===== config.mk =====
export PLATFORM = sky130hd
export DESIGN_NAME = pulse_gen_top
export DESIGN_NICKNAME = d
export VERILOG_FILES = /design/src/rtl/pulse_gen_pkg.sv /design/src/rtl/pulse_gen_regs.sv /design/src/rtl/pulse_gen_arm.sv /design/src/rtl/pulse_gen_wave.sv /design/src/rtl/pulse_gen_top.sv
export SDC_FILE = /design/constraint.sdc
export NUM_CORES = 1
export LEC_CHECK = 0
export ABC_AREA = 1
export BUFFER_PORTS_ARGS = -buffer_cell sky130_fd_sc_hd__buf_2
export CAP_MARGIN = 0
export CORE_UTILIZATION = 35
export CTS_CLUSTER_SIZE = 25
export DETAILED_ROUTE_END_ITERATION = 8
export HOLD_SLACK_MARGIN = 0.05
export PLACE_DENSITY = 0.53
export SYNTH_ARGS = -nofsm -noshare
export SYNTH_HDL_FRONTEND = slang
export SYNTH_SLANG_ARGS = --single-unit

===== constraint.sdc =====
create_clock -name clk -period 3.3 [get_ports clk]
set_input_delay 0.165 -clock clk [delete_from_list [all_inputs] [get_ports clk]]
set_output_delay 0.165 -clock clk [all_outputs]
set_load 0.005 [all_outputs]

===== src/rtl/pulse_gen_pkg.sv =====
package pulse_gen_pkg;

    localparam int TB_W      = 64;
    localparam int REG_W     = 32;
    localparam int ADDR_W    = 3;
    localparam int CMP_WORDS = TB_W / REG_W;

    typedef enum logic [ADDR_W-1:0] {
        ADDR_CMP_LO  = 3'd0,
        ADDR_CMP_HI  = 3'd1,
        ADDR_CTRL    = 3'd2,
        ADDR_LEN     = 3'd3,
        ADDR_TRIM_LO = 3'd4,
        ADDR_TRIM_HI = 3'd5,
        ADDR_NUDGE   = 3'd6,
        ADDR_SPARE   = 3'd7
    } pg_addr_e;

    typedef enum logic [1:0] {
        ST_OFF   = 2'd0,
        ST_ARMED = 2'd1,
        ST_RUN   = 2'd2
    } pg_state_e;

    typedef enum logic {
        WAVE_TOGGLE = 1'b0,
        WAVE_PULSE  = 1'b1
    } pg_wave_e;

    typedef struct packed {
        logic [TB_W-1:0]  cmp;
        logic [REG_W-1:0] len;
        pg_wave_e         mode;
    } pg_cfg_t;

    typedef struct packed {
        logic arm;
        logic disarm;
    } pg_cmd_t;

    function automatic logic [REG_W-1:0] reload_of(input logic [REG_W-1:0] len);
        return len - REG_W'(1);
    endfunction

    function automatic logic next_level(input pg_wave_e mode, input logic cur);
        return (mode == WAVE_TOGGLE) ? ~cur : 1'b1;
    endfunction

endpackage


===== src/rtl/pulse_gen_regs.sv =====
module pulse_gen_regs
    import pulse_gen_pkg::*;
(
    input  logic              clk,
    input  logic              rst,
    input  logic              wr_en,
    input  logic [ADDR_W-1:0] wr_addr,
    input  logic [REG_W-1:0]  wr_data,
    output pg_cfg_t           staged,
    output pg_cmd_t           cmd,
    output logic [TB_W-1:0]   trim_q,
    output logic [REG_W-1:0]  nudge_q
);

    logic [REG_W-1:0] cmp_word [CMP_WORDS];
    logic             mode_q;
    logic             len_hit;

    // start-time words, one per slice of the timebase
    always_ff @(posedge clk) begin
        for (int w = 0; w < CMP_WORDS; w++) begin
            if (rst) begin
                cmp_word[w] <= '0;
            end else if (wr_en && wr_addr == ADDR_W'(w)) begin
                cmp_word[w] <= wr_data;
            end
        end
    end

    generate
        for (genvar g = 0; g < CMP_WORDS; g++) begin : g_cmp_join
            assign staged.cmp[g*REG_W +: REG_W] = cmp_word[g];
        end
    endgenerate

    always_ff @(posedge clk) begin
        if (rst) begin
            mode_q  <= 1'b0;
            trim_q  <= '0;
            nudge_q <= '0;
        end else if (wr_en) begin
            case (wr_addr)
                ADDR_CTRL:    mode_q                <= wr_data[0];
                ADDR_TRIM_LO: trim_q[REG_W-1:0]     <= wr_data;
                ADDR_TRIM_HI: trim_q[TB_W-1:REG_W]  <= wr_data;
                ADDR_NUDGE:   nudge_q               <= wr_data;
                default: ;
            endcase
        end
    end

    assign staged.mode = pg_wave_e'(mode_q);
    assign staged.len  = wr_data;

    assign len_hit    = wr_en && (wr_addr == ADDR_LEN);
    assign cmd.arm    = len_hit && (wr_data != '0);
    assign cmd.disarm = len_hit && (wr_data == '0);

endmodule


===== src/rtl/pulse_gen_arm.sv =====
module pulse_gen_arm
    import pulse_gen_pkg::*;
(
    input  logic            clk,
    input  logic            rst,
    input  pg_cfg_t         staged,
    input  pg_cmd_t         cmd,
    input  logic [TB_W-1:0] tb_ns,
    output pg_cfg_t         act,
    output logic            armed,
    output logic            run,
    output logic            start,
    output logic            clear
);

    pg_state_e state_q;
    logic      reached;

    assign reached = (tb_ns >= act.cmp);

    always_ff @(posedge clk) begin
        if (rst) begin
            state_q <= ST_OFF;
            act     <= '0;
        end else if (cmd.arm) begin
            state_q <= ST_ARMED;
            act     <= staged;
        end else if (cmd.disarm) begin
            state_q <= ST_OFF;
            act.len <= '0;
        end else if (state_q == ST_ARMED && reached) begin
            state_q <= ST_RUN;
        end
    end

    assign armed = (state_q == ST_ARMED);
    assign run   = (state_q == ST_RUN);
    assign clear = cmd.arm || cmd.disarm;
    assign start = armed && reached && !clear;

endmodule


===== src/rtl/pulse_gen_wave.sv =====
module pulse_gen_wave
    import pulse_gen_pkg::*;
(
    input  logic             clk,
    input  logic             rst,
    input  logic             clear,
    input  logic             start,
    input  logic             run,
    input  logic [REG_W-1:0] len,
    input  pg_wave_e         mode,
    output logic             wave
);

    logic [REG_W-1:0] cnt_q;

    always_ff @(posedge clk) begin
        if (rst || clear) begin
            cnt_q <= '0;
            wave  <= 1'b0;
        end else if (start) begin
            cnt_q <= reload_of(len);
            wave  <= 1'b1;
        end else if (run) begin
            if (cnt_q == '0) begin
                cnt_q <= reload_of(len);
                wave  <= next_level(mode, wave);
            end else begin
                cnt_q <= cnt_q - REG_W'(1);
                if (mode == WAVE_PULSE) begin
                    wave <= 1'b0;
                end
            end
        end
    end

endmodule


===== src/rtl/pulse_gen_top.sv =====
module pulse_gen_top
    import pulse_gen_pkg::*;
(
    input  logic              clk,
    input  logic              rst,
    input  logic [TB_W-1:0]   tb_ns,
    input  logic              wr_en,
    input  logic [ADDR_W-1:0] wr_addr,
    input  logic [REG_W-1:0]  wr_data,
    output logic              pulse_out
);

    pg_cfg_t          staged;
    pg_cfg_t          act_cfg;
    pg_cmd_t          cmd;
    logic [TB_W-1:0]  trim_q;
    logic [REG_W-1:0] nudge_q;
    logic             armed;
    logic             run;
    logic             start;
    logic             clear;

    pulse_gen_regs u_regs (
        .clk     (clk),
        .rst     (rst),
        .wr_en   (wr_en),
        .wr_addr (wr_addr),
        .wr_data (wr_data),
        .staged  (staged),
        .cmd     (cmd),
        .trim_q  (trim_q),
        .nudge_q (nudge_q)
    );

    pulse_gen_arm u_arm (
        .clk    (clk),
        .rst    (rst),
        .staged (staged),
        .cmd    (cmd),
        .tb_ns  (tb_ns),
        .act    (act_cfg),
        .armed  (armed),
        .run    (run),
        .start  (start),
        .clear  (clear)
    );

    pulse_gen_wave u_wave (
        .clk   (clk),
        .rst   (rst),
        .clear (clear),
        .start (start),
        .run   (run),
        .len   (act_cfg.len),
        .mode  (act_cfg.mode),
        .wave  (pulse_out)
    );

endmodule


After elaboration in Yosys (flattened, before gate mapping)
Memories as Yosys holds them, arrays and structs flattened. A register that Yosys moved wholly into a read port is not among the register bits.
Index checks and enable logic that the tools add are counted.
Widths: inputs -> output; s select.
- flip-flop bits (word level): 69
- memory bits (writable): 64
- input bits: 102
- output and inout bits: 1
- logic and storage cells: 63
- memories kept: 1
- memory list (memory ; depth ; width ; rd ports ; clocked after Yosys merged registers in ; wr ports ; RTL line ; source):
    u_regs.cmp_word ; 2 ; 32 ; 2 ; 2 ; 2 ; pulse_gen_regs.sv:15 ; logic [REG_W-1:0] cmp_word [CMP_WORDS];
- $add $sub $neg: 2
- $lt $le $gt $ge: 1
- equal/unequal tests: 5
- multiplexer cells: 23
- bitwise operators: 3
- reductions and logical operators: 21
- operator list (kind ; count):
    $mux 32 ; 7
    $ge 64x64->1 ; 1
    $logic_not 32->1 ; 2
    $sub 32x1->32 const B ; 2
    $reduce_bool 32->1 ; 1
    $mux 1 ; 16
    $logic_and 1x1->1 ; 7
    $eq 3x2->1 const B ; 2
    $reduce_bool 3->1 ; 2
    $reduce_and 2->1 ; 2
    $reduce_bool 2->1 ; 2
    $eq 3x1->1 const B ; 1
    $logic_not 3->1 ; 1
    $reduce_or 3->1 ; 1
    $eq 2x1->1 const B ; 1
    $eq 2x2->1 const B ; 1
    $logic_or 1x1->1 ; 2
    $or 1x1->1 ; 2
    $logic_not 1->1 ; 1
    $not 1->1 ; 1

Longest topological paths before layout
- depth after elaboration: 8
- depth in mapped cells: 23
- mapped depth without buffers: 21

Hierarchy
A second synthesis with hierarchy kept.
- cell total of the unflattened synthesis: 1777
- area, all modules: 14084.8 µm²
- by module, submodules not included (module ; times used ; cells each ; area each (µm²) ; sequential area each (µm²)):
    pulse_gen_regs ; 1 ; 570 ; 5834.3 ; 3863.7
    pulse_gen_arm ; 1 ; 625 ; 4918.5 ; 1981.9
    pulse_gen_wave ; 1 ; 582 ; 3331.9 ; 660.6

Worst setup path after synthesis
OpenSTA, ideal clock, no wires.
- kind: input-to-reg
- from: in wr_addr[0]
- to: mem u_regs.cmp_word[0][0], enable pin
- setup time: 466 ps
- arrival time: 2641 ps
- slack: 193 ps
- cell stages on the path: 2
- cell sequence: nand3b_1 o21ai_0
- RTL lines (item ; RTL line ; source):
    start, declared ; pulse_gen_top.sv:8 ; input logic [ADDR_W-1:0] wr_addr,
    end, declared ; pulse_gen_regs.sv:15 ;

Worst setup path in the final report
- from: reg u_arm.act[62] (netlist name)
- to: reg u_wave.cnt_q[20]
- longest elaborated chain between the ends: 4
- elaborated cells on any way between the ends: 5
- ends and longest elaborated chain (item ; RTL line ; source):
    $ge 64x64->1 * ; pulse_gen_arm.sv:19 ; assign reached = (tb_ns >= act.cmp);
    $logic_and 1x1->1 * (2 in series) ; pulse_gen_arm.sv:39 ; assign start = armed && reached && !clear;
    $mux 32 / $reduce_bool 2->1 (equally long branches) ; - ;
    end signal, assigned ; pulse_gen_wave.sv:21 ; cnt_q <= reload_of(len);
    end signal, assigned ; pulse_gen_wave.sv:25 ; cnt_q <= reload_of(len);
    end signal, assigned ; pulse_gen_wave.sv:28 ; cnt_q <= cnt_q - REG_W'(1);
    end, declared ; pulse_gen_wave.sv:14 ; logic [REG_W-1:0] cnt_q;
Every way passes the cells marked *; elsewhere a longest branch is shown, timed or not.
A chain may end at the register's enable or synchronous reset.

==> impl_metrics.env <==
export IMPL_num_vias=9054
export IMPL_synth_fa_ha_area_frac=0.0782
export IMPL_ctsResizeCount=0
export IMPL_p_comb_frac=0.253
export IMPL_hold_path_depth=3
export IMPL_die_w_um=177
export IMPL_ys_types=42
export IMPL_hold_ws_ns=0.0865
export IMPL_synth_top_family_by_area="simple AND/OR/NAND/NOR gates"
export IMPL_seqCellArea_mm2=0.00458
export IMPL_placed_area_mm2=0.0116
export IMPL_crit_fanout=56
export IMPL_timing_reg2reg_setup_slack_ns=0.51
export IMPL_finalPower_uw=6440
export IMPL_wire_per_inst_um=14.9
export IMPL_drv_cap=0
export IMPL_final_max_slew_viol_count=0
export IMPL_drtAntennaViolNets=0
export IMPL_fp_dieArea_mm2=0.0314
export IMPL_crit_arrival_ns=3.13
export IMPL_worstReg2RegEnd="u_wave.cnt_q[20]"
export IMPL_synthSimpleGateAreaFrac=0.215
export IMPL_p_per_area_mw_per_mm2=527
export IMPL_wl_um=27800
export IMPL_vias_per_cell=4.84
export IMPL_cts_hold_buf=0
export IMPL_antenna_cells=0
export IMPL_root_buffer="clkbuf_16"
export IMPL_drcViolationCount=0
export IMPL_cts_sink_count=197
export IMPL_hold_viol_final=0
export IMPL_leakage_uw=0.00536
export IMPL_fin_nets=1635
export IMPL_vdd_drop_max_v=0.000298
export IMPL_ys_warn_count=0
export IMPL_std_cell_rows=63
export IMPL_place_gp_congestion=0.913
export IMPL_synth_edf_count=64
export IMPL_numCtsBuffers=17
export IMPL_synth_seq_area_share=0.427
export IMPL_syn_inst=1388
export IMPL_synth_compound_area_frac=0.149
export IMPL_netSwitchingFraction=0.338
export IMPL_synth_most_common_cell="nor2_1"
export IMPL_cts_tree="yes"
export IMPL_grt_first_pass_wirelength_um=45100
export IMPL_period_share=0.847
export IMPL_drtIter0Drc=560
export IMPL_end_kind="flop"
export IMPL_grt_setup_unrepaired="false"
export IMPL_finalSetupTns_ns=0
export IMPL_antenna_found_initial=0
export IMPL_hp_class="in2reg"
export IMPL_layout_setup_ws_ns=0.506
export IMPL_fin_skew_ns=0.0167
export IMPL_synthFlopType="dfxtp_1"
export IMPL_path_class="reg2reg"
export IMPL_grt_overflow_total=0
export IMPL_synth_xor_area_share=0.0384
export IMPL_synth_commonest_cells="nor2_1, nand2_1, inv_1, dfxtp_1, o21ai_0"
export IMPL_syn_nets=1557
export IMPL_dp_slack_ns=0.468
export IMPL_post_cts_setup_buffers=0
export IMPL_worstPathRequired_ns=3.63
export IMPL_fin_crit_ns=2.79
export IMPL_first_pass_iters=5
export IMPL_finalSetupViolCount=0
export IMPL_netlist_area_mm2=0.0107
export IMPL_grt_max_degree=65
export IMPL_drive_above_1_share=0.121
export IMPL_timing_rr_start="u_arm.act[62]"
export IMPL_n_fill_cell=3077
export IMPL_p_int_uw=4260
export IMPL_muxShareOfSynthArea=0.00187
export IMPL_start_kind="flop"
export IMPL_clk_path_buf_depth=2
export IMPL_yosys_top_cells_area="dfxtp_1, edfxtp_1, nor2_1"
export IMPL_syn_avg_cell_area_um2=7.73
export IMPL_holdCritStartpoint="wr_data[24]"
export IMPL_slew_headroom=0.500
export IMPL_p_seq_frac=0.416
export IMPL_synthArstFlopShare=0
export IMPL_worstMarginPinSlew_ns=0.745
export IMPL_synth_top_area_frac=0.248
export IMPL_grt_pass1_vias=8701
export IMPL_final_cell_area_mm2=0.0122
export IMPL_clk_latency_ns=0.45
export IMPL_path_clk_slew_ns=0.09
export IMPL_hpwl_um=20200
export IMPL_core_area_mm2=0.0299
export IMPL_track_usage=0.183
export IMPL_hold_end="u_arm.act[25]"
export IMPL_synth_seq_cells=197
export IMPL_startpoint="u_arm.act[62]"
export IMPL_port_buffers=102
export IMPL_fmax_mhz=358
export IMPL_status="completed"
export IMPL_start_util=0.359
export IMPL_ff2ff_path_depth=17
export IMPL_area_growth_pct=13.9
export IMPL_htreeDepth=4
export IMPL_num_io_pins=103
export IMPL_multi_input_area_mm2=0.00520
export IMPL_p_switching_uw=2180
export IMPL_clock_power_share=0.331
export IMPL_synth_top_area_cell="dfxtp_1"
export IMPL_die_h_um=177
[cell type report]
class,count,area share
multi-input combinational,957,0.425
sequential,197,0.375
tap,390,0.0400
clock buffer,17,0.0348
timing repair buffer,118,0.0547
clock inverter,15,0.0159
inverter,175,0.0538
[metal layers]
layer  wire, um  up-vias  share of wire  track usage
li1           -     4734              -            -
met2      12800      167           0.46        0.304
met1      13500     4124           0.49        0.245
met5          0        -              0            0
met3        896       29          0.032       0.0219
met4        583        0          0.021       0.0582
[cells in the final DEF (no fill, tap or decap), drive strengths merged]
cell	n
a21boi	3
a21o	2
a21oi	103
a31o	2
a31oi	1
and3	1
buf	118
clkbuf	17
clkinv	9
dfxtp	133
edfxtp	64
ha	67
inv	181
mux2i	2
nand2	216
nand3	41
nand3b	2
nand4	20
nor2	243
nor3	15
nor3b	1
nor4	11
o21a	3
o21ai	140
o31ai	9
o32ai	25
or2	2
or3	1
xnor2	10
xor2	37
[power groups by stage]
stage	combinational [uW]	sequential, uW	clock [uW]
finish	1630	2680	2130
floorplan	1210	2710	0
CTS	1640	2680	2180
global route	1870	2690	2280
detailed placement	1620	2730	0
global placement	1610	2730	0
[flip-flops by register name (all words and copies together), names as in the netlist]
| register | flops |
|---|---|
| u_regs.cmp_word | 64 |
| u_regs.mode_q | 1 |
| u_arm.act | 97 |
| u_wave.wave | 1 |
| u_wave.cnt_q | 32 |
| u_arm.state_q | 2 |
[worst max-delay path, cell delays in order (launching register included)]
cell	delay, ns
dfxtp_1	0.32
inv_1	0.05
ha_1	0.28
a21oi_1	0.14
o21ai_0	0.09
nor2_1	0.10
nand2_1	0.08
nor2_1	0.14
nand2_1	0.12
nand2_1	0.10
nand2_2	0.09
nand3_2	0.09
buf_4	0.50
inv_2	0.25
nand2_1	0.11
nand2_1	0.05
nor2_1	0.10
nor2_1	0.05
[logic make-up after synthesis]
logic type | after synthesis
buffers and inverters | 234
muxes | 2
AOI/OAI and AO/OA | 288
xor gates and xnor gates | 47
DFF | 197
and+or+nand+nor | 553
adders and majority gates | 67
[through the flow]
step / std cells / util
5_1_grt: 1869 / 0.409
6_report: 1869 / 0.409
3_3_place_gp: 1837 / 0.388
2_1_floorplan: 1388 / -
3_5_place_dp: 1837 / 0.388
4_1_cts: 1869 / 0.409
[worst max-delay path by stage]
stage | to | slack (ns)
after floorplan | u_regs.cmp_word[0][0] | 0.19
after global placement | u_wave.cnt_q[14] | 0.54
after detailed placement | u_wave.cnt_q[27] | 0.47
after CTS | u_wave.cnt_q[27] | 0.43
after global routing | u_wave.cnt_q[31] | 0.09
final | u_wave.cnt_q[20] | 0.51
No activity file was read; power rests on OpenSTA's default activity.
